**config.mk**
```make
export PLATFORM = sky130hd
export DESIGN_NAME = irqmask_ctrl
export DESIGN_NICKNAME = d
export VERILOG_FILES = /design/src/rtl/irqmask_pkg.sv /design/src/rtl/irqmask_group.sv /design/src/rtl/irqmask_fsm.sv /design/src/rtl/irqmask_ctrl.sv
export SDC_FILE = /design/constraint.sdc
export NUM_CORES = 1
export LEC_CHECK = 0
export BUFFER_PORTS_ARGS = -buffer_cell sky130_fd_sc_hd__buf_2
export CELL_PAD_IN_SITES_DETAIL_PLACEMENT = 0
export CELL_PAD_IN_SITES_GLOBAL_PLACEMENT = 1
export CORE_UTILIZATION = 33
export DETAILED_ROUTE_END_ITERATION = 8
export PLACE_DENSITY_LB_ADDON = 0.1
export REMOVE_ABC_BUFFERS = 1
export SKIP_LAST_GASP = 1
export SYNTH_ARGS = -nofsm -noshare
export SYNTH_HDL_FRONTEND = slang
export SYNTH_SLANG_ARGS = --single-unit
```
**constraint.sdc**
```tcl
create_clock -name clk -period 1.7 [get_ports clk]
set_input_delay 0 -clock clk [delete_from_list [all_inputs] [get_ports clk]]
set_output_delay 0 -clock clk [all_outputs]
set_load 0.01 [all_outputs]
```
**src/rtl/irqmask_pkg.sv**
```systemverilog
package irqmask_pkg;
    localparam logic [7:0] OFS_TX_PAGE  = 8'h80;
    localparam logic [7:0] OFS_RX_PAGE  = 8'hA0;
    localparam logic [7:0] OFS_ERR_PAGE = 8'hB0;
    localparam logic [7:0] OFS_VECTOR   = 8'h90;
    localparam logic [7:0] OFS_ACK      = 8'h94;

    typedef enum logic [1:0] {
        SLOT_RAW    = 2'd0,
        SLOT_MASKED = 2'd1,
        SLOT_SET    = 2'd2,
        SLOT_CLR    = 2'd3
    } slot_e;

    typedef enum logic [1:0] {
        ST_ARMED = 2'd0,
        ST_PULSE = 2'd1,
        ST_HELD  = 2'd2
    } irq_state_e;
endpackage

```
**src/rtl/irqmask_group.sv**
```systemverilog
module irqmask_group
    import irqmask_pkg::*;
#(
    parameter int         W    = 8,
    parameter int         DW   = 32,
    parameter logic [7:0] PAGE = 8'h80
) (
    input  logic          clk,
    input  logic          rst_n,
    input  logic [W-1:0]  src,
    input  logic          wr,
    input  logic [7:0]    addr,
    input  logic [W-1:0]  wbits,
    output logic [W-1:0]  mask_o,
    output logic [W-1:0]  masked_o,
    output logic [DW-1:0] rdata
);
    localparam logic [3:0] PAGE_HI = PAGE[7:4];

    logic          sel;
    slot_e         slot;
    logic          set_stb;
    logic          clr_stb;
    logic [W-1:0]  raw_q;
    logic [W-1:0]  mask_q;

    assign sel     = (addr[7:4] == PAGE_HI) && (addr[1:0] == 2'b00);
    assign slot    = slot_e'(addr[3:2]);
    assign set_stb = wr && sel && (slot == SLOT_SET);
    assign clr_stb = wr && sel && (slot == SLOT_CLR);

    for (genvar b = 0; b < W; b++) begin : g_bit
        always_ff @(posedge clk or negedge rst_n) begin
            if (!rst_n) begin
                raw_q[b]  <= 1'b0;
                mask_q[b] <= 1'b0;
            end else begin
                raw_q[b] <= src[b];
                if (set_stb && wbits[b]) begin
                    mask_q[b] <= 1'b1;
                end else if (clr_stb && wbits[b]) begin
                    mask_q[b] <= 1'b0;
                end
            end
        end
    end

    assign mask_o   = mask_q;
    assign masked_o = raw_q & mask_q;

    always_comb begin
        rdata = '0;
        if (sel) begin
            unique case (slot)
                SLOT_RAW:    rdata = DW'(raw_q);
                SLOT_MASKED: rdata = DW'(masked_o);
                SLOT_SET:    rdata = DW'(mask_q);
                SLOT_CLR:    rdata = DW'(mask_q);
            endcase
        end
    end
endmodule

```
**src/rtl/irqmask_fsm.sv**
```systemverilog
module irqmask_fsm
    import irqmask_pkg::*;
(
    input  logic       clk,
    input  logic       rst_n,
    input  logic       pending,
    input  logic       ack,
    output irq_state_e state_o,
    output logic       irq
);
    irq_state_e state_q;
    irq_state_e state_d;

    always_ff @(posedge clk or negedge rst_n) begin
        if (!rst_n) begin
            state_q <= ST_ARMED;
        end else begin
            state_q <= state_d;
        end
    end

    always_comb begin
        state_d = state_q;
        unique case (state_q)
            ST_ARMED: if (pending) state_d = ST_PULSE;
            ST_PULSE: state_d = ack ? ST_ARMED : ST_HELD;
            ST_HELD:  if (ack) state_d = ST_ARMED;
            default:  state_d = ST_ARMED;
        endcase
    end

    always_comb begin
        irq = (state_q == ST_PULSE);
    end

    assign state_o = state_q;
endmodule

```
**src/rtl/irqmask_ctrl.sv**
```systemverilog
module irqmask_ctrl
    import irqmask_pkg::*;
#(
    parameter int DW    = 32,
    parameter int CH_N  = 8,
    parameter int ERR_W = 2
) (
    input  logic             clk,
    input  logic             rst_n,
    input  logic             bus_wr,
    input  logic [7:0]       bus_addr,
    input  logic [DW-1:0]    bus_wdata,
    output logic [DW-1:0]    bus_rdata,
    input  logic [CH_N-1:0]  tx_src,
    input  logic [CH_N-1:0]  rx_src,
    input  logic [ERR_W-1:0] err_src,
    output logic             irq
);
    logic [CH_N-1:0]  tx_mask, rx_mask, tx_masked, rx_masked;
    logic [ERR_W-1:0] err_mask, err_masked;
    logic [DW-1:0]    tx_rd, rx_rd, err_rd, vec_rd;
    logic             pending;
    logic             ack_wr;
    irq_state_e       irq_state;
    logic             unused_wbits;

    assign unused_wbits = ^bus_wdata;

    irqmask_group #(.W(CH_N), .DW(DW), .PAGE(OFS_TX_PAGE)) u_tx (
        .clk(clk), .rst_n(rst_n), .src(tx_src), .wr(bus_wr), .addr(bus_addr),
        .wbits(bus_wdata[CH_N-1:0]), .mask_o(tx_mask), .masked_o(tx_masked),
        .rdata(tx_rd)
    );

    irqmask_group #(.W(CH_N), .DW(DW), .PAGE(OFS_RX_PAGE)) u_rx (
        .clk(clk), .rst_n(rst_n), .src(rx_src), .wr(bus_wr), .addr(bus_addr),
        .wbits(bus_wdata[CH_N-1:0]), .mask_o(rx_mask), .masked_o(rx_masked),
        .rdata(rx_rd)
    );

    irqmask_group #(.W(ERR_W), .DW(DW), .PAGE(OFS_ERR_PAGE)) u_err (
        .clk(clk), .rst_n(rst_n), .src(err_src), .wr(bus_wr), .addr(bus_addr),
        .wbits(bus_wdata[ERR_W-1:0]), .mask_o(err_mask), .masked_o(err_masked),
        .rdata(err_rd)
    );

    assign pending = (|tx_masked) || (|rx_masked) || (|err_masked);
    assign ack_wr  = bus_wr && (bus_addr == OFS_ACK);

    irqmask_fsm u_fsm (
        .clk(clk), .rst_n(rst_n), .pending(pending), .ack(ack_wr),
        .state_o(irq_state), .irq(irq)
    );

    always_comb begin
        vec_rd = '0;
        if (bus_addr == OFS_VECTOR) begin
            vec_rd[0] = |tx_masked;
            vec_rd[1] = |rx_masked;
            vec_rd[2] = |err_masked;
        end
    end

    assign bus_rdata = tx_rd | rx_rd | err_rd | vec_rd;
endmodule

```
# After elaboration in Yosys (flattened, before gate mapping)
# Cells that the tools add are included.
[classes]
muxes = 47
shifts = 0
n_bitwise = 6
add_sub_neg = 0
multipliers = 0
n_reduce_logical = 77
eq_ne = 12
magnitude_cmp = 0
div = 0
[op_table]
columns = ["op", "n"]
rows = [
  ["one-hot mux 32 bit (3 select lines)", 3],
  ["two-way mux 32 bit", 3],
  ["OR 32 bit", 2],
  ["logical AND 1 bit", 49],
  ["two-way mux 1 bit", 36],
  ["nonzero test 2 bit", 18],
  ["OR 32 x 3 -> 32 bit", 1],
  ["AND 8 bit", 2],
  ["equality test 8 bit (second input constant)", 2],
  ["OR reduction 8 bit", 2],
  ["equality test 4 bit (second input constant)", 3],
  ["equality test 2 bit (second input constant)", 3],
  ["zero test 2 bit", 3],
  ["two-way mux 2 bit", 3],
  ["one-hot mux 2 bit (3 select lines)", 1],
  ["equality test 2 x 1 -> 1 bit (second input constant)", 2],
  ["OR reduction 2 bit", 2],
  ["two-way mux 3 bit", 1],
  ["AND 2 bit", 1],
  ["logical OR 1 bit", 2],
  ["!= test 2 x 1 -> 1 bit (second input constant)", 1],
  ["!= test 2 bit (second input constant)", 1],
  ["AND reduction 2 bit", 1],
]
[word_totals]
output_inout_bits = 33
ramBits = 0
romBits = 0
word_cells = 179
latch_bits = 0
register_bits = 38
n_memories = 0

# Depth between registers and ports, before layout
[depth]
depth_word = 7
depth_mapped = 5

# Hierarchy
# A second synthesis with hierarchy kept.
[unflattened]
hier_cells = 291
hier_area_um2 = 2656.3
[modules_own_cells]
columns = ["mod", "cells_each", "n_inst", "seq_area_each_um2", "area_each_um2"]
rows = [
  ["irqmask_group at u_rx", 94, 1, 400.4, 933.4],
  ["irqmask_group at u_tx", 92, 1, 400.4, 913.4],
  ["irqmask_group at u_err", 50, 1, 100.1, 436.7],
  ["irqmask_ctrl", 49, 1, 0.0, 294.0],
  ["irqmask_fsm", 6, 1, 50.0, 78.8],
]

# Worst setup path before layout
# Ideal clock, no wire load.
[synth_path]
kind = "input -> register"
from = "input bus_addr[1]"
to = "register u_tx.mask_q[0], in the netlist u_tx.mask_o[0]"
t_arrival_ns = 1.244
slack_ns = 0.321
path_stages = 5
path_buffers = 1
setup_ns = 0.135
path_cell_list = "or4b_4 -> or3_4 -> buf_6 -> o21ai_0 -> o31ai_1"
[synth_between]
elab_chain_cells = 6
[synth_rtl]
columns = ["element", "line_no", "rtl"]
rows = [
  ["from (decl)", "irqmask_ctrl.sv:11", "input logic [7:0] bus_addr,"],
  ["zero test 2 bit *", "irqmask_group.sv:27", "assign sel = (addr[7:4] == PAGE_HI) && (addr[1:0] == 2'b00);"],
  ["logical AND 1 bit *", "irqmask_group.sv:27", ""],
  ["logical AND 1 bit *", "irqmask_group.sv:29, irqmask_group.sv:30", ""],
  ["logical AND 1 bit, on equally long branches", "irqmask_group.sv:29, irqmask_group.sv:30", ""],
  ["logical AND 1 bit, on equally long branches", "irqmask_group.sv:39, irqmask_group.sv:41", ""],
  ["two-way mux 1 bit / nonzero test 2 bit (equally long branches)", "--", ""],
  ["to (signal, indexed assignment)", "irqmask_group.sv:36", "mask_q[b] <= 1'b0;"],
  ["to (signal, indexed assignment)", "irqmask_group.sv:40", "mask_q[b] <= 1'b1;"],
  ["to (signal, indexed assignment)", "irqmask_group.sv:42", "mask_q[b] <= 1'b0;"],
  ["to (decl)", "irqmask_group.sv:25", "logic [W-1:0] mask_q;"],
]
# Every way passes the cells marked *; elsewhere a longest branch is shown, timed or not.
# A chain may end at the register's enable or synchronous reset.

# Final worst setup path
[layout_path]
from = "input bus_addr[1]"
to = "output bus_rdata[2]"
[layout_between]
elab_chain_cells = 6
[layout_rtl]
columns = ["element", "line_no", "rtl"]
rows = [
  ["zero test 2 bit", "irqmask_group.sv:27", ""],
  ["logical AND 1 bit", "irqmask_group.sv:27", ""],
  ["two-way mux 32 bit", "irqmask_group.sv:53", "if (sel) begin"],
  ["OR 32 bit (2 in a row)", "irqmask_ctrl.sv:64", "assign bus_rdata = tx_rd | rx_rd | err_rd | vec_rd;"],
  ["OR 32 x 3 -> 32 bit *", "irqmask_ctrl.sv:64", ""],
  ["to (decl)", "irqmask_ctrl.sv:13", "output logic [DW-1:0] bus_rdata,"],
]
# Marked as above.

==> impl_metrics.yaml <==
cells_and_area:
  diodes: 0
  syn2layout_area_growth_pct: 26.9
  layout.nets: 306
  layout-drive-gt1-share_pct: 26.1
yosys:
  synth_seq_area_share_pct: 51.2
  ys_types: 29
  yosys_warnings: 0
  synth_area_sq_mm: 0.00186
  synth_seq_cells: 38
  syn_area_per_cell_sq_um: 10.5
  synth_cells: 177
clocking:
  cts-resized-gates: 0
  worstSkewPairLatency_ns: 0.29
  cts_max_level: 2
  cts_tree: "yes"
  cts.path.max_buffers: 2
  numCtsBuffers: 5
  cts_setup_buffers: 0
  clk_pin_slew_ns: 0.07
  cts_root_buf: "clkbuf_8"
  clock-sinks: 38
route:
  wl_mm: 4.59
  drc_errors: 0
  drt_iter0_drc: 78
  vias_per_cell: 5.06
  first_pass_iters: 4
  vias: 1593
  wire_per_inst_um: 14.6
  ant_nets: 0
timing:
  fin_tns_setup_ns: 0
  drv_slew: 0
  fin_crit_sh_pct: 92.7
  rsz0062_at_grt: "no"
  finalCriticalPeriod_ns: 1.58
  finalHoldViolCount: 0
  fmaxAchievable_ghz: 0.635
  setup_viol: 0
  finalClockSkew_ns: 0.00524
critical_path:
  crit_arrival_ns: 1.58
  r2r-start: "u_rx.mask_o[4]"
  cp-startpoint: "bus_addr[1]"
  r2r_cells: 3
  start_kind: "input pin"
  r2r-end: "u_fsm.state_o[0]"
  rrSetupSlack_ns: 0.56
  endpoint_kind: "output port"
  worstPathRequired_ns: 1.70
  crit_type: "in -> out"
  worstPathMaxFanout: 22
pwr:
  power_density_mw_per_mm2: 806
  ir_drop_mv: 0.383
  p_leak_nw: 1.05
  p_total_mw: 1.90
worst_hold_path:
  min_to: "u_tx.mask_o[4]"
  hp-start: "bus_wdata[4]"
  whs_path_depth: 3
  hp-class: "in -> reg"
grt:
  antenna_found_initial: 0
  grt.total_usage_pct: 16.6
  grt_max_degree: 39
  grt_pass1_wl_mm: 7.50
  grt_pass1_vias: 1510
  grt-ovfl-total: 0
floorplan:
  die_area_sq_mm: 0.00593
  ios: 94
  die_h_um: 77.0
  coreArea_sq_mm: 0.00527
  rows: 26
  die_x_um: 77.0
  initial_core_util_pct: 35.2
placed_design:
  hpwl_mm: 3.28
  portBuffers: 45
  gp_congestion: 0.737
run_status:
  status: "finished clean"
job:
  cap_violations: 0
[flip-flops by register name, indices dropped and copies added, names as in the netlist]
name	count
u_err.raw_q	2
u_tx.mask_o	8
u_rx.mask_o	8
u_err.mask_o	2
u_fsm.state_o	2
u_tx.raw_q	8
u_rx.raw_q	8
[cell usage after synthesis]
| library cell | count | share of area [%] |
|---|---|---|
| a21oi_1 | 2 | 0.54 |
| a22oi_1 | 9 | 3.6 |
| a311oi_1 | 1 | 0.47 |
| and2_1 | 1 | 0.34 |
| and4_1 | 2 | 0.94 |
| buf_1 | 1 | 0.20 |
| buf_4 | 24 | 9.7 |
| buf_6 | 2 | 1.2 |
| clkbuf_1 | 8 | 1.6 |
| conb_1 | 1 | 0.20 |
| dfrtp_1 | 38 | 51 |
| inv_1 | 1 | 0.20 |
| nand2_1 | 10 | 2.0 |
| nand3_1 | 2 | 0.54 |
| nor2_1 | 5 | 1.0 |
| nor2b_1 | 1 | 0.34 |
| nor4b_1 | 1 | 0.47 |
| o21ai_0 | 19 | 5.1 |
| o221ai_1 | 4 | 1.9 |
| o22a_2 | 1 | 0.54 |
| o22ai_1 | 17 | 5.7 |
| o2bb2ai_1 | 2 | 0.94 |
| o311ai_0 | 2 | 0.94 |
| o31ai_1 | 18 | 7.3 |
| o41a_1 | 1 | 0.61 |
| or3_4 | 1 | 0.61 |
| or4_1 | 1 | 0.40 |
| or4b_4 | 1 | 0.74 |
| xor2_1 | 1 | 0.47 |
[layout by cell type (no fill, tap or decap)]
| cell type | Yosys | final |
|---|---|---|
| xor2_1 | 1 | 1 |
| conb_1 | 1 | 24 |
| o21ai_0 | 19 | 19 |
| clkinv_2 | 0 | 2 |
| or3_4 | 1 | 1 |
| and4_1 | 2 | 2 |
| nor2_1 | 5 | 5 |
| a21oi_1 | 2 | 2 |
| o311ai_0 | 2 | 2 |
| buf_2 | 0 | 45 |
| buf_4 | 24 | 9 |
| nor2b_1 | 1 | 1 |
| dlygate4sd3_1 | 0 | 19 |
| nand3_1 | 2 | 2 |
| and2_1 | 1 | 1 |
| or4_1 | 1 | 1 |
| or4b_4 | 1 | 1 |
| nor4b_1 | 1 | 1 |
| a22oi_1 | 9 | 9 |
| o31ai_1 | 18 | 18 |
| nand2_1 | 10 | 10 |
| o2bb2ai_1 | 2 | 2 |
| a311oi_1 | 1 | 1 |
| inv_1 | 1 | 1 |
| clkbuf_8 | 0 | 5 |
| o22ai_1 | 17 | 17 |
| o41a_1 | 1 | 1 |
| o221ai_1 | 4 | 4 |
| o22a_2 | 1 | 1 |
| dfrtp_1 | 38 | 38 |
[critical path: stages]
cell	delay, ns
buf_2	0.11
or4b_4	0.54
or3_4	0.47
o22a_2	0.23
o21ai_0	0.08
buf_2	0.16
[layout make-up]
class | instances | area (sq um)
Inverter | 1 | 3.75
Clock inverter | 2 | 10.0
Multi-Input combinational cell | 126 | 751
Tap cell | 70 | 87.6
Timing Repair Buffer | 73 | 483
Clock buffer | 5 | 68.8
Sequential cell | 38 | 951
Fill cell | 520 | 2920
[worst max path at each step]
stage,to,slack (ns),cells after the start
after floorplan,u_rx.mask_o[0],0.32,4
after global placement,bus_rdata[2],0.13,6
after detailed placement,bus_rdata[2],0.12,6
after CTS,bus_rdata[2],0.12,6
after global routing,bus_rdata[2],0.06,6
final,bus_rdata[2],0.12,6
[logic make-up (layout without fill, tap and decap cells)]
logic type | after synthesis | after routing | share of synthesized area (%)
AOI/OAI and AO/OA | 76 | 76 | 27.7
and+or+nand+nor | 25 | 25 | 7.42
buffers and inverters | 36 | 81 | 12.9
other | 1 | 24 | 0.202
DFF | 38 | 38 | 51.2
xor gates and xnor gates | 1 | 1 | 0.472
[metrics by stage]
| step | setup WS, ns | hold slack [ns] | std cells | cell area (sq um) | util (%) |
|---|---|---|---|---|---|
| floorplan | 0.316 | -0.296 | 165 | 1710 | - |
| global placement | 0.125 | 0.0831 | 289 | 2090 | 39.6 |
| detailed placement | 0.123 | 0.0827 | 289 | 2090 | 39.6 |
| CTS | 0.115 | 0.00358 | 315 | 2350 | 44.7 |
| global route | 0.0646 | 0.0236 | 315 | 2350 | 44.7 |
| finish | 0.124 | 0.0151 | 315 | 2350 | 44.7 |
[power breakdown]
part	switching [mW]	internal (mW)	total (mW)
logic	0.159	0.140	0.299
registers	0.0467	0.967	1.01
clock network	0.312	0.275	0.587
[repair_timing]
| action | in CTS | in global routing |
|---|---|---|
| hold endpoints to repair | 56 | 0 |
| setup endpoints to repair | 0 | 0 |
| hold buffers | 19 | 0 |
[routing by layer]
metal	track usage [%]	routed length [um]	vias up
met2	26.3	2130	82
met5	0	0	-
met1	22.4	2110	746
li1	-	-	763
met4	4.53	15	0
met3	4.17	336	2
Power figures use the tool's default switching activity.
